==> src/rtl/mpb_pkg.sv <==
package mpb_pkg;

  typedef enum logic [2:0] {
    SEL_NONE = 3'd0,
    SEL_DIR  = 3'd1,
    SEL_MODE = 3'd2,
    SEL_DATA = 3'd3,
    SEL_PIN  = 3'd4
  } reg_sel_e;

  // Source for one pin: the special function when the mode bit is set,
  // otherwise the port data bit.
  function automatic logic pick_source(input logic mode_bit,
                                       input logic sf_bit,
                                       input logic data_bit);
    return mode_bit ? sf_bit : data_bit;
  endfunction

  // Pad drive for one pin, returned as {oe, value}.
  // Push-pull (dir=0): always enabled, value follows the source.
  // Open-drain (dir=1): enabled only to pull low.
  function automatic logic [1:0] pad_drive(input logic dir_bit,
                                           input logic src_bit);
    logic oe;
    logic val;
    if (dir_bit) begin
      oe  = ~src_bit;
      val = 1'b0;
    end else begin
      oe  = 1'b1;
      val = src_bit;
    end
    return {oe, val};
  endfunction

endpackage

==> src/rtl/mpb_regs.sv <==
module mpb_regs
  import mpb_pkg::*;
#(
  parameter int              W        = 8,
  parameter int              ADDR_W   = 16,
  parameter logic [ADDR_W-1:0] OFS_DIR  = 16'h1FF3,
  parameter logic [ADDR_W-1:0] OFS_MODE = 16'h1FF1,
  parameter logic [ADDR_W-1:0] OFS_DATA = 16'h1FF5,
  parameter logic [ADDR_W-1:0] OFS_PIN  = 16'h1FF7
) (
  input  logic              clk,
  input  logic              rst_n,
  input  logic              wr,
  input  logic [ADDR_W-1:0] addr,
  input  logic [W-1:0]      wdata,
  input  logic [W-1:0]      pin_val,
  output logic [W-1:0]      dir_q,
  output logic [W-1:0]      mode_q,
  output logic [W-1:0]      data_q,
  output logic [W-1:0]      rdata
);

  localparam logic [W-1:0] ALL_ONES  = {W{1'b1}};
  localparam logic [W-1:0] ALL_ZEROS = '0;

  function automatic reg_sel_e decode(input logic [ADDR_W-1:0] a);
    if (a == OFS_DIR)       return SEL_DIR;
    else if (a == OFS_MODE) return SEL_MODE;
    else if (a == OFS_DATA) return SEL_DATA;
    else if (a == OFS_PIN)  return SEL_PIN;
    else                    return SEL_NONE;
  endfunction

  reg_sel_e sel;
  logic     wr_dir;
  logic     wr_mode;
  logic     wr_data;

  assign sel     = decode(addr);
  assign wr_dir  = wr && (sel == SEL_DIR);
  assign wr_mode = wr && (sel == SEL_MODE);
  assign wr_data = wr && (sel == SEL_DATA);

  always_ff @(posedge clk or negedge rst_n) begin
    if (!rst_n) begin
      dir_q  <= ALL_ONES;
      mode_q <= ALL_ZEROS;
      data_q <= ALL_ONES;
    end else begin
      if (wr_dir)  dir_q  <= wdata;
      if (wr_mode) mode_q <= wdata;
      if (wr_data) data_q <= wdata;
    end
  end

  always_comb begin
    unique case (sel)
      SEL_DIR:  rdata = dir_q;
      SEL_MODE: rdata = mode_q;
      SEL_DATA: rdata = data_q;
      SEL_PIN:  rdata = pin_val;
      default:  rdata = ALL_ZEROS;
    endcase
  end

endmodule

==> src/rtl/mpb_sync.sv <==
module mpb_sync #(
  parameter int W      = 8,
  parameter int STAGES = 2
) (
  input  logic         clk,
  input  logic         rst_n,
  input  logic [W-1:0] d,
  output logic [W-1:0] q
);

  localparam int LAST = STAGES - 1;

  logic [W-1:0] stg [STAGES];

  always_ff @(posedge clk or negedge rst_n) begin
    if (!rst_n) stg[0] <= '0;
    else        stg[0] <= d;
  end

  for (genvar s = 1; s < STAGES; s++) begin : g_stage
    always_ff @(posedge clk or negedge rst_n) begin
      if (!rst_n) stg[s] <= '0;
      else        stg[s] <= stg[s-1];
    end
  end

  assign q = stg[LAST];

endmodule

==> src/rtl/mpb_drive.sv <==
module mpb_drive
  import mpb_pkg::*;
#(
  parameter int W = 8
) (
  input  logic [W-1:0] dir_q,
  input  logic [W-1:0] mode_q,
  input  logic [W-1:0] data_q,
  input  logic [W-1:0] sf_out,
  output logic [W-1:0] src_vec,
  output logic [W-1:0] pad_out,
  output logic [W-1:0] pad_oe
);

  for (genvar i = 0; i < W; i++) begin : g_pin
    logic [1:0] drv;
    assign src_vec[i] = pick_source(mode_q[i], sf_out[i], data_q[i]);
    assign drv        = pad_drive(dir_q[i], src_vec[i]);
    assign pad_oe[i]  = drv[1];
    assign pad_out[i] = drv[0];
  end

endmodule

==> src/rtl/mpb_port_bank.sv <==
module mpb_port_bank #(
  parameter int              W        = 8,
  parameter int              ADDR_W   = 16,
  parameter int              STAGES   = 2,
  parameter logic [ADDR_W-1:0] OFS_DIR  = 16'h1FF3,
  parameter logic [ADDR_W-1:0] OFS_MODE = 16'h1FF1,
  parameter logic [ADDR_W-1:0] OFS_DATA = 16'h1FF5,
  parameter logic [ADDR_W-1:0] OFS_PIN  = 16'h1FF7
) (
  input  logic              clk,
  input  logic              rst_n,
  input  logic              bus_wr,
  input  logic [ADDR_W-1:0] bus_addr,
  input  logic [W-1:0]      bus_wdata,
  output logic [W-1:0]      bus_rdata,
  input  logic [W-1:0]      sf_out,
  input  logic [W-1:0]      pad_in,
  output logic [W-1:0]      pad_out,
  output logic [W-1:0]      pad_oe
);

  // Named internal nets, also observed by the bound checker.
  logic [W-1:0] dir_q;
  logic [W-1:0] mode_q;
  logic [W-1:0] data_q;
  logic [W-1:0] pin_q;
  logic [W-1:0] src_vec;

  mpb_sync #(.W(W), .STAGES(STAGES)) u_sync (
    .clk   (clk),
    .rst_n (rst_n),
    .d     (pad_in),
    .q     (pin_q)
  );

  mpb_regs #(
    .W(W), .ADDR_W(ADDR_W),
    .OFS_DIR(OFS_DIR), .OFS_MODE(OFS_MODE),
    .OFS_DATA(OFS_DATA), .OFS_PIN(OFS_PIN)
  ) u_regs (
    .clk     (clk),
    .rst_n   (rst_n),
    .wr      (bus_wr),
    .addr    (bus_addr),
    .wdata   (bus_wdata),
    .pin_val (pin_q),
    .dir_q   (dir_q),
    .mode_q  (mode_q),
    .data_q  (data_q),
    .rdata   (bus_rdata)
  );

  mpb_drive #(.W(W)) u_drive (
    .dir_q   (dir_q),
    .mode_q  (mode_q),
    .data_q  (data_q),
    .sf_out  (sf_out),
    .src_vec (src_vec),
    .pad_out (pad_out),
    .pad_oe  (pad_oe)
  );

endmodule

==> config.mk <==
export PLATFORM = sky130hd
export DESIGN_NAME = mpb_port_bank
export DESIGN_NICKNAME = d
export VERILOG_FILES = /design/src/rtl/mpb_pkg.sv /design/src/rtl/mpb_regs.sv /design/src/rtl/mpb_sync.sv /design/src/rtl/mpb_drive.sv /design/src/rtl/mpb_port_bank.sv
export SDC_FILE = /design/constraint.sdc
export NUM_CORES = 1
export LEC_CHECK = 0
export BUFFER_PORTS_ARGS = -buffer_cell sky130_fd_sc_hd__buf_4
export CAP_MARGIN = 40
export CORE_ASPECT_RATIO = 0.7
export CORE_MARGIN = 10
export CORE_UTILIZATION = 39
export DETAILED_ROUTE_END_ITERATION = 8
export PLACE_DENSITY = 0.65
export REMOVE_ABC_BUFFERS = 1
export SYNTH_ARGS = -nofsm -noshare
export SYNTH_HDL_FRONTEND = slang
export SYNTH_SLANG_ARGS = --single-unit
export TNS_END_PERCENT = 100
==> constraint.sdc <==
create_clock -name clk -period 1.7 [get_ports clk]
set_input_delay 0.17 -clock clk [delete_from_list [all_inputs] [get_ports clk]]
set_output_delay 0.17 -clock clk [all_outputs]
set_load 0.01 [all_outputs]
### After elaboration in Yosys (flattened, before gate mapping)

Index checks and enable logic that the tools add are counted.

| storage, ports and cells | value |
|---|---|
| word-level logic and storage cells | 53 |
| input bits | 43 |
| register bits | 40 |
| output and inout bits | 24 |

| operators by class | value |
|---|---|
| eq/ne operators | 8 |
| muxes and demuxes | 29 |
| bitwise operators | 8 |
| reduce and logical (&&, ||, !) cells | 3 |

Operator list:

| kind | count |
|---|---|
| 16-bit by 13-bit equality test with 1-bit output, second input constant | 4 |
| 8-bit one-hot mux with 4 select lines | 1 |
| 1-bit 2-to-1 mux | 24 |
| 3-bit 2-to-1 mux | 4 |
| 1-bit NOT | 8 |
| 3-bit by 2-bit equality test with 1-bit output, second input constant | 2 |
| 3-bit by 1-bit equality test with 1-bit output, second input constant | 1 |
| 3-bit equality test, second input constant | 1 |
| 1-bit logical AND | 3 |

### Logic depth before layout (Yosys ltp)

| logic depth | value |
|---|---|
| depth in word-level cells | 7 |
| depth in mapped cells | 6 |
| gate-level depth less buffers | 4 |

### Modules after synthesis

Synthesis repeated with hierarchy kept, for this count alone.

| second synthesis, totals | value |
|---|---|
| cell total of the unflattened synthesis | 128 |
| area, all modules | 2039.5 um^2 |

Modules (own cells, without submodules):

| module | instances | cells an instance | sequential area each (um^2) | area an instance (um^2) |
|---|---|---|---|---|
| mpb_regs | 1 | 80 | 620.6 | 1318.8 |
| mpb_sync | 1 | 24 | 400.4 | 460.4 |
| mpb_drive | 1 | 24 | 0.0 | 260.2 |

### Worst setup path after synthesis

No wires, ideal clock.

| timing path | value |
|---|---|
| path kind | input to register |
| start point | input port bus_addr[3] |
| end point | register u_regs.mode_q[0] |
| cell stages on the path | 6 |
| library setup time | 125 ps |
| data required time | 1575 ps |
| setup slack | -313 ps |
| path buffers | 2 |
| data arrival time | 1888 ps |
| cells stage by stage | or2_0 or4_4 buf_6 or4_4 buf_6 mux2_4 |

| between the ends | value |
|---|---|
| longest elaborated chain between the ends | 7 |
| elaborated cells on any way between the ends | 10 |
| classes of those cells | eq/ne: 5; mux: 4; reduce/logical: 1 |

RTL lines:

| element | RTL line | text |
|---|---|---|
| from (decl) | mpb_port_bank.sv:13 | `input logic [ADDR_W-1:0] bus_addr,` |
| 16-bit by 13-bit equality test with 1-bit output | mpb_regs.sv:30 | `else if (a == OFS_PIN) return SEL_PIN;` |
| 3-bit 2-to-1 mux | mpb_regs.sv:30 |  |
| 3-bit 2-to-1 mux | mpb_regs.sv:29 | `else if (a == OFS_DATA) return SEL_DATA;` |
| 3-bit 2-to-1 mux | mpb_regs.sv:28 | `else if (a == OFS_MODE) return SEL_MODE;` |
| 3-bit 2-to-1 mux (*) | mpb_regs.sv:27 | `if (a == OFS_DIR) return SEL_DIR;` |
| 3-bit by 2-bit equality test with 1-bit output (*) | mpb_regs.sv:41 | `assign wr_mode = wr && (sel == SEL_MODE);` |
| 1-bit logical AND (*) | mpb_regs.sv:41 |  |
| to (signal assigned) | mpb_regs.sv:51 | `if (wr_mode) mode_q <= wdata;` |
| to (decl) | mpb_regs.sv:18 | `output logic [W-1:0] mode_q,` |

Every way passes the cells marked *; elsewhere a longest branch is shown, timed or not.
A chain may end at the register's enable or synchronous reset.

### Worst setup path in the final report

| timing path | value |
|---|---|
| start point | input port bus_addr[13] |
| end point | register u_regs.data_q[7] |

| between the ends | value |
|---|---|
| longest elaborated chain between the ends | 7 |
| elaborated cells on any way between the ends | 10 |
| classes of those cells | eq/ne: 5; mux: 4; reduce/logical: 1 |

RTL lines:

| element | RTL line | text |
|---|---|---|
| 16-bit by 13-bit equality test with 1-bit output | mpb_regs.sv:30 |  |
| 3-bit 2-to-1 mux | mpb_regs.sv:30 |  |
| 3-bit 2-to-1 mux | mpb_regs.sv:29 |  |
| 3-bit 2-to-1 mux | mpb_regs.sv:28 |  |
| 3-bit 2-to-1 mux (*) | mpb_regs.sv:27 |  |
| 3-bit by 2-bit equality test with 1-bit output (*) | mpb_regs.sv:42 | `assign wr_data = wr && (sel == SEL_DATA);` |
| 1-bit logical AND (*) | mpb_regs.sv:42 |  |
| to (signal assigned) | mpb_regs.sv:52 | `if (wr_data) data_q <= wdata;` |
| to (decl) | mpb_regs.sv:19 | `output logic [W-1:0] data_q,` |

Marks and branches as above.

==> implementation parameters <==
Parameter                              Value

Outcome
  Result of the run ... complete, but fails checks
  Failing checks ... setup timing

Yosys
  Cell variety after synth ... 18
  Leading post-synthesis cells by cell area ... dfrtp_1 (32%), dfstp_2 (22%), mux2_4 (13%)
  Synthesized area per cell ... 15.7 um^2
  Synthesized flop and latch total ... 40
  Cell area after synthesis ... 0.00188 mm^2
  Dominant cell type by area after synthesis ... dfrtp_1
  Share of the yosys chip area belonging to registers ... 54.3%
  Post-synthesis cell count ... 120
  Area share of the largest cell type after synthesis ... approximately a third
  Warnings from Yosys ... 0

Placed design
  Placer Congestion ... 0.748
  Post-DP HPWL ... 3.31 mm
  Worst-case setup slack after placement ... -0.410 ns
  Total of buffers placed on input and output ports ... 66
  DP Area ... 0.00243 mm^2
  Placed cell count ... 241

Detailed routing
  Post-route ant nets ... 0
  First-pass iteration count of the detailed router ... 3
  Violation count after the first detailed-routing iteration ... 36
  DRC ... 0
  Total wirelength of the detailed-routed design ... 4.47 mm
  Vias ... roughly 1200
  Via density per instance ... 4.82
  Average wire per cell in the routed design ... 17.3 um

Setup path
  Peak per-stage delay on the critical path ... 0.59 ns
  Capture point of the worst reg-to-reg path ... u_regs.mode_q[6]
  Cell-by-cell listing of the critical path ... buf_6 > nand4b_1 > or4_4 > or4b_4 > buf_6 > mux2_4
  Critical Path AT ... 1.97 ns
  Cell with the largest stage delay on the worst path ... or4_4
  Number of buffers and inverters on the critical path ... 2
  Largest delay share family, worst path ... simple AND/OR/NAND/NOR gates
  Crit-path max FO ... 5
  Type of origin of the critical path ... input port
  Length in cells of the worst reg-to-reg path ... 1
  Setup Crit Path Kind ... in2reg
  Crit-path most repeated cell ... buf_6
  CP Data Required Time ... 1.92 ns
  Category of the worst setup path capture point ... flop
  Slack of the worst reg-to-reg path ... approximately 0.9 ns
  RR Startpoint ... u_regs.mode_q[6]

STA
  Count of final setup violators ... 16
  Worst slew pin tran ... slightly below 0.5 ns
  Final count of pins violating max slew ... 0
  Final number of hold-violating endpoints ... 0
  Worst Skew ... 0.00601 ns
  Post-route clock period utilization ... 102%
  Headroom to the max-slew limit ... 67.4%
  Setup TNS Final ... -0.283 ns
  Unrepaired setup endpoints after global routing ... yes
  Least setup slack across all paths after layout ... -0.0403 ns
  Maximum clock rate ... roughly 570 MHz
  Min Clock Period, post-route ... 1.74 ns

Cells and area
  Total inserted antenna cells ... 0
  Fillcell total ... about 420
  Design Area, Final ... between 0.002 and 0.003 mm^2
  Commonest cells after routing, fill and taps aside ... buf_4 (68), dfrtp_1 (24), mux2_4 (17)
  Post-route non-filler standard cell count ... ~260
  Layout cells sized above 1 ... 64.7%
  Layout overhead on the synthesized area ... 40.7%
  Most common library cell in the layout ignoring fill and taps ... buf_4
  Count of nets after finishing ... 243

Min path
  HP Class ... in2reg
  Min-Delay Path Depth ... 2
  Origin of the worst min-delay path ... bus_wdata[3]
  Worst hold endpoint ... u_regs.mode_q[3]

Pwr
  Worst-case vdd ir drop ... 465 uV
  Share of total power consumed by net switching ... a little over a fifth
  Power Total ... 1910 uW
  Combinational share of power ... 7.7%
  Cell area power density ... between 700 and 800 mW/mm^2
  Static leakage ... 0.00128 uW
  Switching power ... roughly 410 uW
  Power Internal ... between 1000 and 1500 uW
  Power share of the clock group ... 41.0%
  Sequential share of power ... between 50% and 60%

Clock network
  Number of buffers created by CTS ... 5
  Maximum buffer depth of the clock tree ... 2
  Clock edge transition at the registers on the reported setup and hold paths ... 0.08 ns
  Clock latency at the later pin of the worst-skew pair ... 0.29 ns
  Clock tree from TritonCTS ... yes
  Post-CTS Setup Inserts ... 0
  CTS sink count ... 40
  H-tree levels ... 2
  Clock root buffer master ... clkbuf_8

GRT
  Global-route wire length before repair ... approximately 7.1 mm
  Number of global-route vias before repair ... between 1000 and 1500
  Overall routing resource usage ... 11.3%
  Global route overflow ... 0
  Antenna violations before repair ... 0
  Pin count of the biggest net entering global routing ... 41

Flow run
  Max-Cap Viols ... 0

Floorplan
  I/O pin cnt ... 67
  Die W ... 103 um
  Rows ... 21
  Starting density of the core ... approximately two fifths
  Core Region ... 0.00473 mm^2
  Chip Height ... roughly 78 um
  Area of the die ... 0.00804 mm^2
[metal layers]
metal | global-route usage [%] | vias to the layer above | routed length [um]
met2 | 17.5 | 52 | 2000
met5 | 0 | - | 0
met4 | 3.32 | 0 | 44
li1 | - | 584 | -
met1 | 13.8 | 603 | 1920
met3 | 5.25 | 5 | 510
[power by group through the flow]
stage                     sequential (uW)  combinational (uW)  clock, uW
after floorplan                       993                21.6          0
after global placement                993                 131          0
after detailed placement              995                 133          0
after CTS                             978                 151        806
after global routing                  980                 162        846
final                                 977                 147        782
[layout make-up]
type / instances / area [um^2] / share of cell area [%]
clock buffers: 5 / 68.8 / 2.60
clock inverters: 3 / 42.5 / 1.61
inverters: 2 / 7.51 / 0.284
multi-input cells: 72 / 812 / 30.7
flip-flops and latches: 40 / 1020 / 38.6
well taps: 57 / 71.3 / 2.70
repair buffers: 79 / 623 / 23.5
[stage by stage]
stage / hold slack [ns] / utilization [%]
3_3_place_gp: 0.168 / 51.4
6_report: 0.116 / 56.0
5_1_grt: 0.108 / 56.0
4_1_cts: 0.106 / 56.0
3_5_place_dp: 0.174 / 51.4
2_1_floorplan: -0.126 / -
[flip-flops by register name, indices dropped and copies added, names as in the netlist]
signal         flops
u_regs.data_q      8
u_regs.dir_q       8
u_regs.mode_q      8
u_sync.q           8
u_sync.stg         8
[logic make-up after synthesis]
family        Yosys count  share of synthesized area, %
mux                    40                          31.4
buf+inv                 8                          2.93
flops                  40                          54.3
simple gates           32                          11.4
[what timing repair did]
item,4_1_cts,5_1_grt
hold buffers,9,0
setup endpoints to repair,29,30
resized for setup,4,0
endpoints found under the hold margin,32,0
pin swaps,1,0
[synth_stat cells]
cell type / count
dfrtp_1: 24
dfstp_2: 16
mux2_4: 16
and2b_1: 8
mux2_2: 8
mux2i_1: 8
mux4_2: 8
nand2b_1: 8
nor2_1: 8
buf_6: 3
or4_4: 3
buf_2: 2
inv_1: 2
nand4b_1: 2
clkbuf_1: 1
nand4_1: 1
or2_0: 1
or4b_1: 1
[worst max path at each step]
stage                       end    startpoint  slack [ns]  cells after the start
6_report       u_regs.data_q[7]  bus_addr[13]       -0.04                      6
3_5_place_dp   u_regs.data_q[0]   bus_addr[3]       -0.41                      6
4_1_cts        u_regs.data_q[7]  bus_addr[13]       -0.03                      6
2_1_floorplan  u_regs.data_q[0]   bus_addr[3]       -0.27                      4
3_3_place_gp   u_regs.data_q[1]   bus_addr[3]       -0.38                      6
5_1_grt        u_regs.data_q[7]  bus_addr[13]       -0.08                      6
Note: power is estimated with default switching activity, not from simulation.
